<file path="src/rtl/taxi_fare_pkg.sv">
package taxi_fare_pkg;

  // Per-kilometre charge for the kilometre that ends at mark km_done.
  function automatic int unsigned km_rate(input int unsigned km_done,
                                          input int unsigned tier1_km,
                                          input int unsigned tier2_km,
                                          input int unsigned rate1,
                                          input int unsigned rate2);
    if (km_done > tier2_km)      return rate2;
    else if (km_done > tier1_km) return rate1;
    else                         return 0;
  endfunction

  function automatic int unsigned sat_add(input int unsigned a,
                                          input int unsigned b,
                                          input int unsigned cap);
    int unsigned s;
    s = a + b;
    return (s > cap) ? cap : s;
  endfunction

endpackage

</file>
<file path="src/rtl/taxi_dist_acc.sv">
module taxi_dist_acc
  import taxi_fare_pkg::*;
#(
  parameter int unsigned DIST_W        = 14,
  parameter int unsigned FARE_W        = 14,
  parameter int unsigned PULSES_PER_KM = 50,
  parameter int unsigned STEP          = 2,
  parameter int unsigned DIST_MAX      = 9999,
  parameter int unsigned FARE_MAX      = 9999,
  parameter int unsigned TIER1_KM      = 3,
  parameter int unsigned TIER2_KM      = 9,
  parameter int unsigned RATE1         = 20,
  parameter int unsigned RATE2         = 30
) (
  input  logic              clk_i,
  input  logic              rst_ni,
  input  logic              clr_i,
  input  logic              accept_i,
  output logic [DIST_W-1:0] dist_o,
  output logic [FARE_W-1:0] chg_o,
  output logic              past_tier1_o
);
  localparam int unsigned PC_W     = $clog2(PULSES_PER_KM);
  localparam int unsigned KM_MAX   = DIST_MAX / (PULSES_PER_KM * STEP) + 2;
  localparam int unsigned KM_W     = $clog2(KM_MAX);
  localparam int unsigned T1_DIST  = TIER1_KM * PULSES_PER_KM * STEP;
  localparam logic [PC_W-1:0] PC_LAST = PC_W'(PULSES_PER_KM - 1);

  logic [DIST_W-1:0] dist_q;
  logic [FARE_W-1:0] chg_q;
  logic [PC_W-1:0]   pc_q;
  logic [KM_W-1:0]   km_q;
  logic              take;
  logic [KM_W-1:0]   km_next;

  assign take    = accept_i && (32'(dist_q) != DIST_MAX);
  assign km_next = km_q + 1'b1;

  always_ff @(posedge clk_i or negedge rst_ni) begin
    if (!rst_ni) begin
      dist_q <= '0;
      chg_q  <= '0;
      pc_q   <= '0;
      km_q   <= '0;
    end else if (clr_i) begin
      dist_q <= '0;
      chg_q  <= '0;
      pc_q   <= '0;
      km_q   <= '0;
    end else if (take) begin
      dist_q <= DIST_W'(sat_add(32'(dist_q), STEP, DIST_MAX));
      if (pc_q == PC_LAST) begin
        pc_q  <= '0;
        km_q  <= km_next;
        chg_q <= FARE_W'(sat_add(32'(chg_q),
                   km_rate(32'(km_next), TIER1_KM, TIER2_KM, RATE1, RATE2),
                   FARE_MAX));
      end else begin
        pc_q <= pc_q + 1'b1;
      end
    end
  end

  assign dist_o       = dist_q;
  assign chg_o        = chg_q;
  assign past_tier1_o = 32'(dist_q) > T1_DIST;
endmodule

</file>
<file path="src/rtl/taxi_wait_acc.sv">
module taxi_wait_acc
  import taxi_fare_pkg::*;
#(
  parameter int unsigned FARE_W     = 14,
  parameter int unsigned FARE_MAX   = 9999,
  parameter int unsigned WAIT_TICKS = 180,
  parameter int unsigned WAIT_STEP  = 5
) (
  input  logic              clk_i,
  input  logic              rst_ni,
  input  logic              clr_i,
  input  logic              count_i,
  output logic [FARE_W-1:0] chg_o
);
  localparam int unsigned TC_W = (WAIT_TICKS > 1) ? $clog2(WAIT_TICKS) : 1;
  localparam logic [TC_W-1:0] TC_LAST = TC_W'(WAIT_TICKS - 1);

  logic [TC_W-1:0]   tc_q;
  logic [FARE_W-1:0] chg_q;

  // Partial tick count is kept while not counting.
  always_ff @(posedge clk_i or negedge rst_ni) begin
    if (!rst_ni) begin
      tc_q  <= '0;
      chg_q <= '0;
    end else if (clr_i) begin
      tc_q  <= '0;
      chg_q <= '0;
    end else if (count_i) begin
      if (tc_q == TC_LAST) begin
        tc_q  <= '0;
        chg_q <= FARE_W'(sat_add(32'(chg_q), WAIT_STEP, FARE_MAX));
      end else begin
        tc_q <= tc_q + 1'b1;
      end
    end
  end

  assign chg_o = chg_q;
endmodule

</file>
<file path="src/rtl/taxi_fare_core.sv">
module taxi_fare_core
  import taxi_fare_pkg::*;
#(
  parameter int unsigned DIST_W        = 14,
  parameter int unsigned FARE_W        = 14,
  parameter int unsigned PULSES_PER_KM = 50,
  parameter int unsigned STEP          = 2,
  parameter int unsigned DIST_MAX      = 9999,
  parameter int unsigned FARE_MAX      = 9999,
  parameter int unsigned FLAG_FALL     = 90,
  parameter int unsigned TIER1_KM      = 3,
  parameter int unsigned TIER2_KM      = 9,
  parameter int unsigned RATE1         = 20,
  parameter int unsigned RATE2         = 30,
  parameter int unsigned WAIT_TICKS    = 180,
  parameter int unsigned WAIT_STEP     = 5
) (
  input  logic              clk_i,
  input  logic              rst_ni,
  input  logic              start_i,
  input  logic              pause_i,
  input  logic              dist_pulse_i,
  input  logic              sec_tick_i,
  output logic [DIST_W-1:0] dist_o,
  output logic [FARE_W-1:0] fare_o
);
  localparam int unsigned SUM_W = FARE_W + 2;

  logic              run_q;
  logic              clr;
  logic              accept;
  logic              wait_cnt;
  logic              past_tier1;
  logic [FARE_W-1:0] dist_chg;
  logic [FARE_W-1:0] wait_chg;
  logic [SUM_W-1:0]  sum;

  assign clr      = !start_i;
  assign accept   = start_i && !pause_i && dist_pulse_i;
  assign wait_cnt = start_i && pause_i && sec_tick_i && past_tier1;

  always_ff @(posedge clk_i or negedge rst_ni) begin
    if (!rst_ni) run_q <= 1'b0;
    else         run_q <= start_i;
  end

  taxi_dist_acc #(
    .DIST_W(DIST_W), .FARE_W(FARE_W), .PULSES_PER_KM(PULSES_PER_KM),
    .STEP(STEP), .DIST_MAX(DIST_MAX), .FARE_MAX(FARE_MAX),
    .TIER1_KM(TIER1_KM), .TIER2_KM(TIER2_KM), .RATE1(RATE1), .RATE2(RATE2)
  ) u_dist (
    .clk_i(clk_i), .rst_ni(rst_ni), .clr_i(clr), .accept_i(accept),
    .dist_o(dist_o), .chg_o(dist_chg), .past_tier1_o(past_tier1)
  );

  taxi_wait_acc #(
    .FARE_W(FARE_W), .FARE_MAX(FARE_MAX),
    .WAIT_TICKS(WAIT_TICKS), .WAIT_STEP(WAIT_STEP)
  ) u_wait (
    .clk_i(clk_i), .rst_ni(rst_ni), .clr_i(clr), .count_i(wait_cnt),
    .chg_o(wait_chg)
  );

  assign sum = SUM_W'(FLAG_FALL) + SUM_W'(dist_chg) + SUM_W'(wait_chg);

  always_comb begin
    if (!run_q)                      fare_o = '0;
    else if (32'(sum) > FARE_MAX)    fare_o = FARE_W'(FARE_MAX);
    else                             fare_o = sum[FARE_W-1:0];
  end
endmodule

</file>
<file path="config.mk">
export PLATFORM = sky130hd
export DESIGN_NAME = taxi_fare_core
export DESIGN_NICKNAME = d
export VERILOG_FILES = /design/src/rtl/taxi_fare_pkg.sv /design/src/rtl/taxi_dist_acc.sv /design/src/rtl/taxi_wait_acc.sv /design/src/rtl/taxi_fare_core.sv
export SDC_FILE = /design/constraint.sdc
export NUM_CORES = 1
export LEC_CHECK = 0
export BUFFER_PORTS_ARGS = -buffer_cell sky130_fd_sc_hd__buf_4
export CAP_MARGIN = 5
export CELL_PAD_IN_SITES_DETAIL_PLACEMENT = 1
export CELL_PAD_IN_SITES_GLOBAL_PLACEMENT = 1
export CORE_MARGIN = 4
export CORE_UTILIZATION = 50
export CTS_CLUSTER_SIZE = 12
export DETAILED_ROUTE_END_ITERATION = 10
export PLACE_DENSITY_LB_ADDON = 0.1
export SETUP_SLACK_MARGIN = 0.05
export SYNTH_ARGS = -nofsm -noshare
export SYNTH_HDL_FRONTEND = slang
export SYNTH_SLANG_ARGS = --single-unit
</file>
<file path="constraint.sdc">
create_clock -name clk_i -period 9.7 [get_ports clk_i]
set_input_delay 1.94 -clock clk_i [delete_from_list [all_inputs] [get_ports clk_i]]
set_output_delay 1.94 -clock clk_i [all_outputs]
set_load 0.1 [all_outputs]
</file>
==> flow_summary.json, run 1 <==
{
  "run_status": "completed",
  "detailed_place_hpwl_um": 11470,
  "setup_crit_start_kind": "flop",
  "clkSlewWorstSetupHoldPaths_ns": 0.08,
  "placed_cell_area_mm2": 0.005723,
  "non_filler_instance_count_after_layout": 825,
  "layout_filler_cell_count": 1282,
  "unrepaired_setup_endpoints_after_global_routing": "no",
  "critical_path.max_fanout": 10,
  "setup-tns-final_ns": 0,
  "finalWirelength_um": 16010,
  "cts_hold_repair.buffers": 0,
  "synth_top_area_share_pct": 29.45,
  "ys_top_cells_by_count": "sky130_fd_sc_hd__dfrtp_1, sky130_fd_sc_hd__nor2_1, sky130_fd_sc_hd__nand2_1",
  "dieHeight_um": 112.3,
  "wl_per_cell_um": 19.41,
  "synth_area_mm2": 0.005439,
  "final-setup-viol-count": 0,
  "synth_area_per_cell_um2": 8.022,
  "cell_taking_the_most_area_after_synthesis": "sky130_fd_sc_hd__dfrtp_1",
  "async_flop_share_pct": 100.0,
  "area_growth_pct": 9.271,
  "setup.worst_path.end_class": "output port",
  "multiInputGateArea_mm2": 0.003546,
  "grtUsageMet1_pct": 34.41,
  "area.sequential_mm2": 0.001602,
  "vdd_ir_drop_max_v": 0.0001113,
  "arrival_ns": 3.93,
  "required_ns": 7.76,
  "ys_seq_elements": 64,
  "syn_inst": 678,
  "drive_gt1_share_pct": 10.01,
  "nNetsFinal": 733,
  "layout.core_utilization_pct": 56.80,
  "yosys.cell_count.top_type": "sky130_fd_sc_hd__dfrtp_1",
  "synthDistinctLibCells": 74,
  "maxCapViolCount": 0,
  "dp_cells": 809,
  "clock_skew_ns": 0.009798,
  "hp-class": "reg2reg",
  "drt.antenna.violating_nets": 0,
  "number_of_design_rule_violations_left_after_detail_routing": 0,
  "clockBufferDepth": 2,
  "dr_total_vias": 5302,
  "viasPerCell": 6.427,
  "mappedNetlistNets": 727,
  "synth_flop_cell": "sky130_fd_sc_hd__dfrtp_1",
  "drtIter0Drc": 336,
  "relSlewSlack_pct": 30.76,
  "die_area_mm2": 0.01261,
  "cts_repair_resize_count": 0,
  "antenna-diode-count": 0,
  "tritoncts_clock_tree": "done",
  "horizontal_die_dimension_um": 112.3,
  "report.power.total_mw": 0.5832,
  "grt_overflow": 0,
  "finalHoldViolCount": 0,
  "final_min_period_over_clock_period_pct": 60.52,
  "number_of_global_route_vias_before_repair": 5562,
  "regToRegSetupSlack_ns": 5.13,
  "setup.worst_path.class": "reg2out",
  "starting_utilization_of_the_core_area_pct": 51.99,
  "power_leakage_nw": 2.596,
  "groute.layer.met2.usage_pct": 44.97,
  "portBuffers": 33,
  "power_density_mw_per_mm2": 98.13,
  "num_io_pins": 34,
  "grtUsageMet3_pct": 5.283,
  "grt_start_max_net_pins": 65,
  "post-cts-setup-buffer-count": 0,
  "cts_inserted_buffers": 9,
  "synth.area.top_cells": "sky130_fd_sc_hd__dfrtp_1, sky130_fd_sc_hd__ha_1, sky130_fd_sc_hd__nor2_1",
  "final.min_clock_period_ns": 5.871,
  "cts.sink_count": 64,
  "yosysWarningCount": 0,
  "clk_latency_ns": 0.37,
  "global_route.usage.total_pct": 26.37,
  "coreArea_mm2": 0.01046,
  "fmax_mhz": 170.3,
  "grt.busiest_layer": "met2",
  "gp_congestion": 0.8652,
  "dr.pass1.iters": 4,
  "final_design_area_no_fill_mm2": 0.005943,
  "report.final.slew_viol_count": 0,
  "cts.root.buffer_cell": "sky130_fd_sc_hd__clkbuf_8",
  "clock_tree.htree_level_count": 3,
  "grt_pass1_wl_um": 27540,
  "num_rows": 37,
  "grt_antenna_before_repair": 0,
  "ys_seq_area_share_pct": 29.45,
  "count_of_flip_flops_with_a_built_in_enable_after_synthesis": 0,
  "max_slew.worst_pin.slew_ns": 1.032
}
stage by stage:
| stage | worst slack [ns] | hold WS, ns |
|---|---|---|
| final | 3.829 | 0.5410 |
| after global routing | 3.467 | 0.5796 |
| after CTS | 3.844 | 0.5487 |
| after detailed placement | 4.293 | 0.5248 |
| after global placement | 4.399 | 0.5249 |
| after floorplan | 3.032 | 0.4704 |
cell usage in the layout (no fill, tap or decap), types with 4 or more instances in the layout:
cell type / Yosys / routed
sky130_fd_sc_hd__nand2_1: 57 / 57
sky130_fd_sc_hd__and3_1: 16 / 16
sky130_fd_sc_hd__nor3_1: 20 / 20
sky130_fd_sc_hd__o21ai_0: 43 / 42
sky130_fd_sc_hd__nor2_1: 63 / 63
sky130_fd_sc_hd__a311oi_1: 8 / 8
sky130_fd_sc_hd__a21oi_1: 43 / 43
sky130_fd_sc_hd__a21o_1: 8 / 8
sky130_fd_sc_hd__nand2b_1: 4 / 4
sky130_fd_sc_hd__or3_1: 7 / 7
sky130_fd_sc_hd__clkbuf_8: 0 / 10
sky130_fd_sc_hd__xnor2_1: 18 / 18
sky130_fd_sc_hd__nor4_1: 4 / 4
sky130_fd_sc_hd__and2_1: 5 / 5
sky130_fd_sc_hd__a22oi_1: 6 / 6
sky130_fd_sc_hd__o211ai_1: 10 / 10
sky130_fd_sc_hd__mux2i_1: 5 / 5
sky130_fd_sc_hd__nand3_1: 33 / 33
sky130_fd_sc_hd__o21a_1: 10 / 10
sky130_fd_sc_hd__dfrtp_1: 64 / 64
sky130_fd_sc_hd__o22ai_1: 5 / 5
sky130_fd_sc_hd__ha_1: 41 / 41
sky130_fd_sc_hd__a31oi_1: 16 / 16
sky130_fd_sc_hd__xor2_1: 14 / 14
sky130_fd_sc_hd__a211oi_1: 8 / 8
sky130_fd_sc_hd__o2111ai_1: 4 / 4
sky130_fd_sc_hd__nand4_1: 18 / 18
sky130_fd_sc_hd__o221a_2: 4 / 4
sky130_fd_sc_hd__inv_1: 35 / 35
sky130_fd_sc_hd__buf_4: 0 / 36
kinds of logic (layout without fill, tap and decap cells):
| kind of cell | after synthesis | count (layout) | synth area share [%] |
|---|---|---|---|
| simple gates | 253 | 253 | 23.37 |
| compound gates | 202 | 202 | 24.96 |
| buf+inv | 77 | 88 | 5.498 |
| flops | 64 | 64 | 29.45 |
| fa+ha+maj | 43 | 43 | 10.17 |
| xor+xnor | 32 | 32 | 5.153 |
| mux | 7 | 7 | 1.403 |
final timing paths:
| kind | start | end | cells after the start |
|---|---|---|---|
| max in group asynchronous | rst_ni | u_dist.dist_o[10]$_DFFE_PN0P_ | 1 |
| worst max-delay path | u_wait.chg_o[3]$_DFFE_PN0P_ | fare_o[0] | 12 |
| worst max register to register | u_dist.km_q[0]$_DFFE_PN0P_ | u_dist.chg_o[8]$_DFFE_PN0P_ | 12 |
| worst min register to register | u_dist.chg_o[0]$_DFFE_PN0P_ | u_dist.chg_o[0]$_DFFE_PN0P_ | 1 |
| min in group asynchronous | rst_ni | u_wait.chg_o[8]$_DFFE_PN0P_ | 1 |
| worst min-delay path | u_dist.chg_o[0]$_DFFE_PN0P_ | u_dist.chg_o[0]$_DFFE_PN0P_ | 1 |
worst max-delay path, cell delays in order (launching register included):
cell and delay (ns):
sky130_fd_sc_hd__dfrtp_1 0.54, sky130_fd_sc_hd__inv_1 0.13, sky130_fd_sc_hd__ha_1 0.29, sky130_fd_sc_hd__inv_1 0.04, sky130_fd_sc_hd__ha_1 0.23, sky130_fd_sc_hd__a211oi_1 0.43, sky130_fd_sc_hd__o21ai_0 0.31, sky130_fd_sc_hd__a2111o_1 0.47
sky130_fd_sc_hd__o211ai_1 0.11, sky130_fd_sc_hd__a211oi_1 0.12, sky130_fd_sc_hd__o211ai_1 0.41, sky130_fd_sc_hd__o21a_1 0.17, sky130_fd_sc_hd__buf_4 0.28
report_power, final:
group	total (mW)	switching (mW)	internal [mW]
logic	0.0451	0.0353	0.00977
registers	0.273	0.00466	0.269
clock network	0.265	0.115	0.150
layout make-up:
class	count	area share, %
Timing Repair Buffer	36	4.547
Clock inverter	6	1.389
Multi-Input combinational cell	537	59.66
Inverter	36	2.274
Clock buffer	10	2.316
Tap cell	136	2.863
Sequential cell	64	26.95
sequential cells by signal, indices dropped and copies added, names as in the netlist:
register,count
u_wait.tc_q,8
u_dist.pc_q,6
u_dist.chg_o,14
u_wait.chg_o,14
u_dist.km_q,7
run_q,1
u_dist.dist_o,14
layer usage:
layer / vias to the layer above / wire length [um]
met5: - / 0
met4: 0 / 206
met3: 20 / 755
met2: 90 / 7996
met1: 2670 / 7053
li1: 2522 / -
No activity file was read; power rests on OpenSTA's default activity.
==> run 2, diff against run 1 <==
CORE_UTILIZATION = 42   (was 50)
clock period = 5 ns   (was 9.7 ns; I/O delays follow)
==> run 2 against run 1 <==
Clock-buffer cell count unchanged; register-to-register slack got worse by 4.5 ns; global-route usage shrank 3.9 points; cell area grew 2.6%; first-iteration DRC count shrank 4.5%; wire length fell by 1.5%; clock skew increased by 0.0016 ns; largest power group is now clock.
==> flow_summary.json, run 2 (synthesized netlist as in run 1, its figures left out) <==
{
  "critical_path.max_fanout": 8,
  "leading_cell_types_in_the_layout_fill_and_taps_excluded": "sky130_fd_sc_hd__nor2_1, sky130_fd_sc_hd__dfrtp_1, sky130_fd_sc_hd__nand2_1",
  "cts.sink_count": 64,
  "clock_skew_ns": 0.01142,
  "viasPerCell": 6.022,
  "cell_depth_of_the_worst_flop_to_flop_path": 12,
  "clock_tree.htree_level_count": 3,
  "final_design_area_no_fill_mm2": 0.006098,
  "grt_antenna_before_repair": 0,
  "drtIter0Drc": 321,
  "vdd_ir_drop_max_v": 0.0001490,
  "num_io_pins": 34,
  "wl_per_cell_um": 18.29,
  "drt.antenna.violating_nets": 0,
  "max_slew.worst_pin.slew_ns": 1.097,
  "global_route.usage.total_pct": 22.44,
  "drive_gt1_share_pct": 11.01,
  "grt_pass1_wl_um": 26750,
  "critPathSlowestCell": "sky130_fd_sc_hd__dfrtp_1",
  "finalHoldViolCount": 0,
  "unrepaired_setup_endpoints_after_global_routing": "no",
  "setup_crit_start_kind": "flop",
  "clkSlewWorstSetupHoldPaths_ns": 0.06,
  "final-setup-viol-count": 0,
  "arrival_ns": 3.66,
  "min_delay_path_depth": 2,
  "dr.pass1.iters": 4,
  "nNetsFinal": 734,
  "clockBufferDepth": 2,
  "run_status": "completed",
  "cts_hold_repair.buffers": 0,
  "number_of_design_rule_violations_left_after_detail_routing": 0,
  "area_growth_pct": 12.12,
  "required_ns": 4.00,
  "relSlewSlack_pct": 26.39,
  "finalWirelength_um": 15770,
  "report.final.slew_viol_count": 0,
  "power_density_mw_per_mm2": 205.9,
  "placed_cell_area_mm2": 0.005772,
  "tritoncts_clock_tree": "done",
  "setup.worst_path.end_class": "output port",
  "worst_path_largest_cell_delay_ns": 0.52,
  "final.min_clock_period_ns": 4.663,
  "detailed_place_hpwl_um": 11390,
  "portBuffers": 33,
  "hp-class": "reg2reg",
  "dieHeight_um": 121.8,
  "die_area_mm2": 0.01483,
  "mostFrequentLayoutCell": "sky130_fd_sc_hd__nor2_1",
  "layout_filler_cell_count": 1563,
  "antenna-diode-count": 0,
  "grt_start_max_net_pins": 65,
  "final_min_period_over_clock_period_pct": 93.27,
  "grt_overflow": 0,
  "maxCapViolCount": 0,
  "horizontal_die_dimension_um": 121.8,
  "clk_latency_ns": 0.35,
  "coreArea_mm2": 0.01267,
  "power_leakage_nw": 2.630,
  "gp_congestion": 0.8299,
  "cts_inserted_buffers": 9,
  "num_rows": 41,
  "fmax_mhz": 214.4,
  "dr_total_vias": 5191,
  "crit_path_cell_trace": "ha_1, ha_1, a21oi_1, o221ai_1, a2111o_1, o211ai_1, a211oi_2, o211ai_1, buf_4, o21a_1, buf_4",
  "starting_utilization_of_the_core_area_pct": 42.92,
  "report.power.total_mw": 1.256,
  "setup.worst_path.class": "reg2out",
  "cts.root.buffer_cell": "sky130_fd_sc_hd__clkbuf_16",
  "number_of_global_route_vias_before_repair": 5316
}
-- run 2: cell count changes in the layout (fill, tap and decap cells not counted), sizes merged --
cell	before	now
buf	36	37
bufinv	2	1
clkinvlp	1	2
-- run 2: worst paths after layout --
path	start	slack [ns]	endpoint
setup / recovery	u_wait.chg_o[9]$_DFFE_PN0P_	0.34	fare_o[0]
hold / removal	u_wait.tc_q[1]$_DFFE_PN0P_	0.55	u_wait.tc_q[1]$_DFFE_PN0P_
setup reg to reg	u_dist.km_q[0]$_DFFE_PN0P_	0.68	u_dist.chg_o[9]$_DFFE_PN0P_
hold reg to reg	u_wait.tc_q[1]$_DFFE_PN0P_	0.55	u_wait.tc_q[1]$_DFFE_PN0P_
max in group asynchronous	rst_ni	3.61	u_wait.chg_o[1]$_DFFE_PN0P_
min in group asynchronous	rst_ni	0.78	u_dist.chg_o[11]$_DFFE_PN0P_
-- run 2: area by class of cell --
| class | count | area, um2 | area share, % |
|---|---|---|---|
| clock buffers | 10 | 229.0 | 3.755 |
| clock inverters | 6 | 60.06 | 0.9848 |
| inverters | 36 | 135.1 | 2.216 |
| multi-input cells | 537 | 3570 | 58.54 |
| flip-flops and latches | 64 | 1604 | 26.30 |
| well taps | 172 | 215.2 | 3.529 |
| repair buffers | 37 | 285.3 | 4.678 |
-- run 2: routing by layer --
| layer | routed length (um) | track usage, % | up-vias |
|---|---|---|---|
| met1 | 7207 | 30.08 | 2584 |
| met4 | 240 | 5.952 | 0 |
| met5 | 0 | 0 | - |
| li1 | - | - | 2528 |
| met2 | 7633 | 37.91 | 63 |
| met3 | 689 | 3.389 | 16 |
-- run 2: metrics by stage --
step           TNS (ns)  util [%]  setup WS, ns  hold WS (ns)  instances
2_1_floorplan    -1.456         -       -0.7279        0.4704        678
4_1_cts               0     47.83       0.08838        0.5635        861
6_report              0     48.13        0.3367        0.5535        862
3_5_place_dp          0     45.55        0.4775        0.5504        845
5_1_grt               0     48.13       0.05335        0.5679        862
3_3_place_gp          0     45.55        0.6359        0.5262        845
-- run 2: where the power goes --
part	switching [mW]	total (mW)	internal [mW]
Clock	0.253	0.636	0.383
Sequential	0.00939	0.531	0.522
Combinational	0.0684	0.0886	0.0201
-- run 2: repair_timing --
item                       CTS  global route
setup endpoints to repair    0            11
buffers inserted             0             1
gates resized for setup      0             8
-- run 2: critical path: cells and delay by family, from the launching register on --
family | cells | cell delay (ns)
AO/OA/AOI/OAI | 7 | 1.65
adder cells (fa/ha/maj) | 2 | 0.69
buffers and inverters | 2 | 0.46
flip-flops | 1 | 0.52
==> run 3, diff against run 2 <==
==> constraint.sdc (replaced) <==
create_clock -name clk_i -period 5 [get_ports clk_i]
set_input_delay 0.5 -clock clk_i [delete_from_list [all_inputs] [get_ports clk_i]]
set_output_delay 0.5 -clock clk_i [all_outputs]
set_load 0.1 [all_outputs]
==> run 3 against run 2 <==
Hold slack worse by 0.28 ns; clock skew decreased by 0.0047 ns; wire length shrank 1.7%; critical endpoint is now fare_o[5]; cell area is 0.16% lower; largest power group unchanged.
==> flow_summary.json, run 3 (synthesized netlist as in run 1, its figures left out) <==
{
  "run_status": "completed",
  "unrepaired_setup_endpoints_after_global_routing": "no",
  "finalHoldViolCount": 0,
  "power_density_mw_per_mm2": 213.3,
  "arrival_ns": 4.00,
  "maxCapViolCount": 0,
  "holdWs_ns": 0.2745,
  "tritoncts_clock_tree": "done",
  "area.sequential_mm2": 0.001602,
  "final_design_area_no_fill_mm2": 0.006088,
  "report.final.slew_viol_count": 0,
  "clockBufferDepth": 2,
  "drt.antenna.violating_nets": 0,
  "die_area_mm2": 0.01483,
  "multiInputGateArea_mm2": 0.003546,
  "dr.pass1.iters": 4,
  "layout_filler_cell_count": 1554,
  "finalWirelength_um": 15500,
  "setup_crit_start_kind": "flop",
  "setup_ws_ns": 0.4966,
  "critical_path.max_fanout": 8,
  "horizontal_die_dimension_um": 121.8,
  "cts_repair_resize_count": 0,
  "required_ns": 4.50,
  "dieHeight_um": 121.8,
  "post-cts-setup-buffer-count": 0,
  "number_of_global_route_vias_before_repair": 5246,
  "cts_inserted_buffers": 9,
  "global_route.usage.total_pct": 21.89,
  "coreArea_mm2": 0.01267,
  "vdd_ir_drop_max_v": 0.0002039,
  "detailed_place_hpwl_um": 11330,
  "report.power.total_mw": 1.298,
  "mostFrequentLayoutCell": "sky130_fd_sc_hd__dfrtp_1",
  "clkSlewWorstSetupHoldPaths_ns": 0.06,
  "portBuffers": 33,
  "final_min_period_over_clock_period_pct": 90.07,
  "starting_utilization_of_the_core_area_pct": 42.92,
  "grt_overflow": 0,
  "place_worst_setup_slack_ns": 0.7698,
  "grt_antenna_before_repair": 0,
  "viasPerCell": 6.094,
  "power_leakage_nw": 2.640,
  "dp_cells": 845,
  "hp-class": "in2async",
  "fmax_mhz": 222.1,
  "setup.worst_path.end_class": "output port",
  "setup.worst_path.class": "reg2out",
  "num_rows": 41,
  "nNetsFinal": 733,
  "relSlewSlack_pct": 30.91,
  "cts.sink_count": 64,
  "cts_hold_repair.buffers": 0,
  "cell_depth_of_the_worst_flop_to_flop_path": 13,
  "max_slew.worst_pin.slew_ns": 1.029,
  "antenna-diode-count": 0,
  "number_of_design_rule_violations_left_after_detail_routing": 0,
  "placed_cell_area_mm2": 0.005768,
  "crit_path_cell_trace": "inv_1, ha_1, inv_1, ha_1, nand2_1, o21ai_0, o21a_1, nor2_1, a211oi_1, o211ai_1, nor3_1, buf_4",
  "worst_path_largest_cell_delay_ns": 0.55,
  "clk_latency_ns": 0.34,
  "leading_cell_types_in_the_layout_fill_and_taps_excluded": "sky130_fd_sc_hd__dfrtp_1, sky130_fd_sc_hd__nor2_1, sky130_fd_sc_hd__nand2_1",
  "non_filler_instance_count_after_layout": 861,
  "grt_start_max_net_pins": 65,
  "wl_per_cell_um": 18.00,
  "cts.root.buffer_cell": "sky130_fd_sc_hd__clkbuf_16",
  "final.min_clock_period_ns": 4.503,
  "area_growth_pct": 11.94,
  "clock_tree.htree_level_count": 3,
  "drive_gt1_share_pct": 10.01,
  "critPathSlowestCell": "sky130_fd_sc_hd__o21ai_0",
  "drtIter0Drc": 388,
  "final-setup-viol-count": 0,
  "gp_congestion": 0.8811,
  "num_io_pins": 34,
  "clock_skew_ns": 0.006747,
  "dr_total_vias": 5247,
  "grt_pass1_wl_um": 26220
}
[run 3: path summary, 6_finish.rpt]
kind / from / to / slack [ns]
max reg2reg: u_dist.km_q[0]$_DFFE_PN0P_ / u_dist.chg_o[3]$_DFFE_PN0P_ / 0.74
min: rst_ni / run_q$_DFF_PN0_ / 0.27
min reg2reg: u_dist.chg_o[0]$_DFFE_PN0P_ / u_dist.chg_o[0]$_DFFE_PN0P_ / 0.56
min in group clk_i: start_i / run_q$_DFF_PN0_ / 0.47
max: u_dist.chg_o[6]$_DFFE_PN0P_ / fare_o[5] / 0.50
max in group asynchronous: rst_ni / u_dist.dist_o[1]$_DFFE_PN0P_ / 4.14
[run 3: worst max-delay path: cells and delay by family (launching register included)]
family | cells | cell delay [ns]
AND/OR/NAND/NOR | 3 | 0.43
flip-flops | 1 | 0.50
AO/OA/AOI/OAI | 4 | 1.58
buffers and inverters | 3 | 0.46
adder cells (fa/ha/maj) | 2 | 0.71
[run 3: final cells by class]
cell class	instances	area share (%)
Multi-Input combinational cell	537	58.24
Sequential cell	64	26.31
Timing Repair Buffer	36	4.439
Clock buffer	9	3.699
Tap cell	172	3.535
Inverter	36	2.219
Clock inverter	7	1.562
[run 3: per-layer routing]
layer / vias to the layer above / wire, um / track usage [%]
met5: - / 0 / 0
met4: 0 / 187 / 6.232
met1: 2618 / 7164 / 29.43
met3: 16 / 453 / 3.900
li1: 2533 / - / -
met2: 80 / 7693 / 36.26
[run 3: metrics by stage]
stage               util, %  setup TNS, ns
finish                48.05              0
global route          48.05              0
CTS                   48.05              0
detailed placement    45.52              0
global placement      45.52              0
floorplan                 -        -0.4557
[run 3: power breakdown]
| group | internal [mW] | leakage (nW) | switching (mW) | total (mW) |
|---|---|---|---|---|
| Clock | 0.437 | 0.156 | 0.245 | 0.682 |
| Sequential | 0.522 | 0.889 | 0.00903 | 0.531 |
| Combinational | 0.0190 | 1.60 | 0.0669 | 0.0859 |
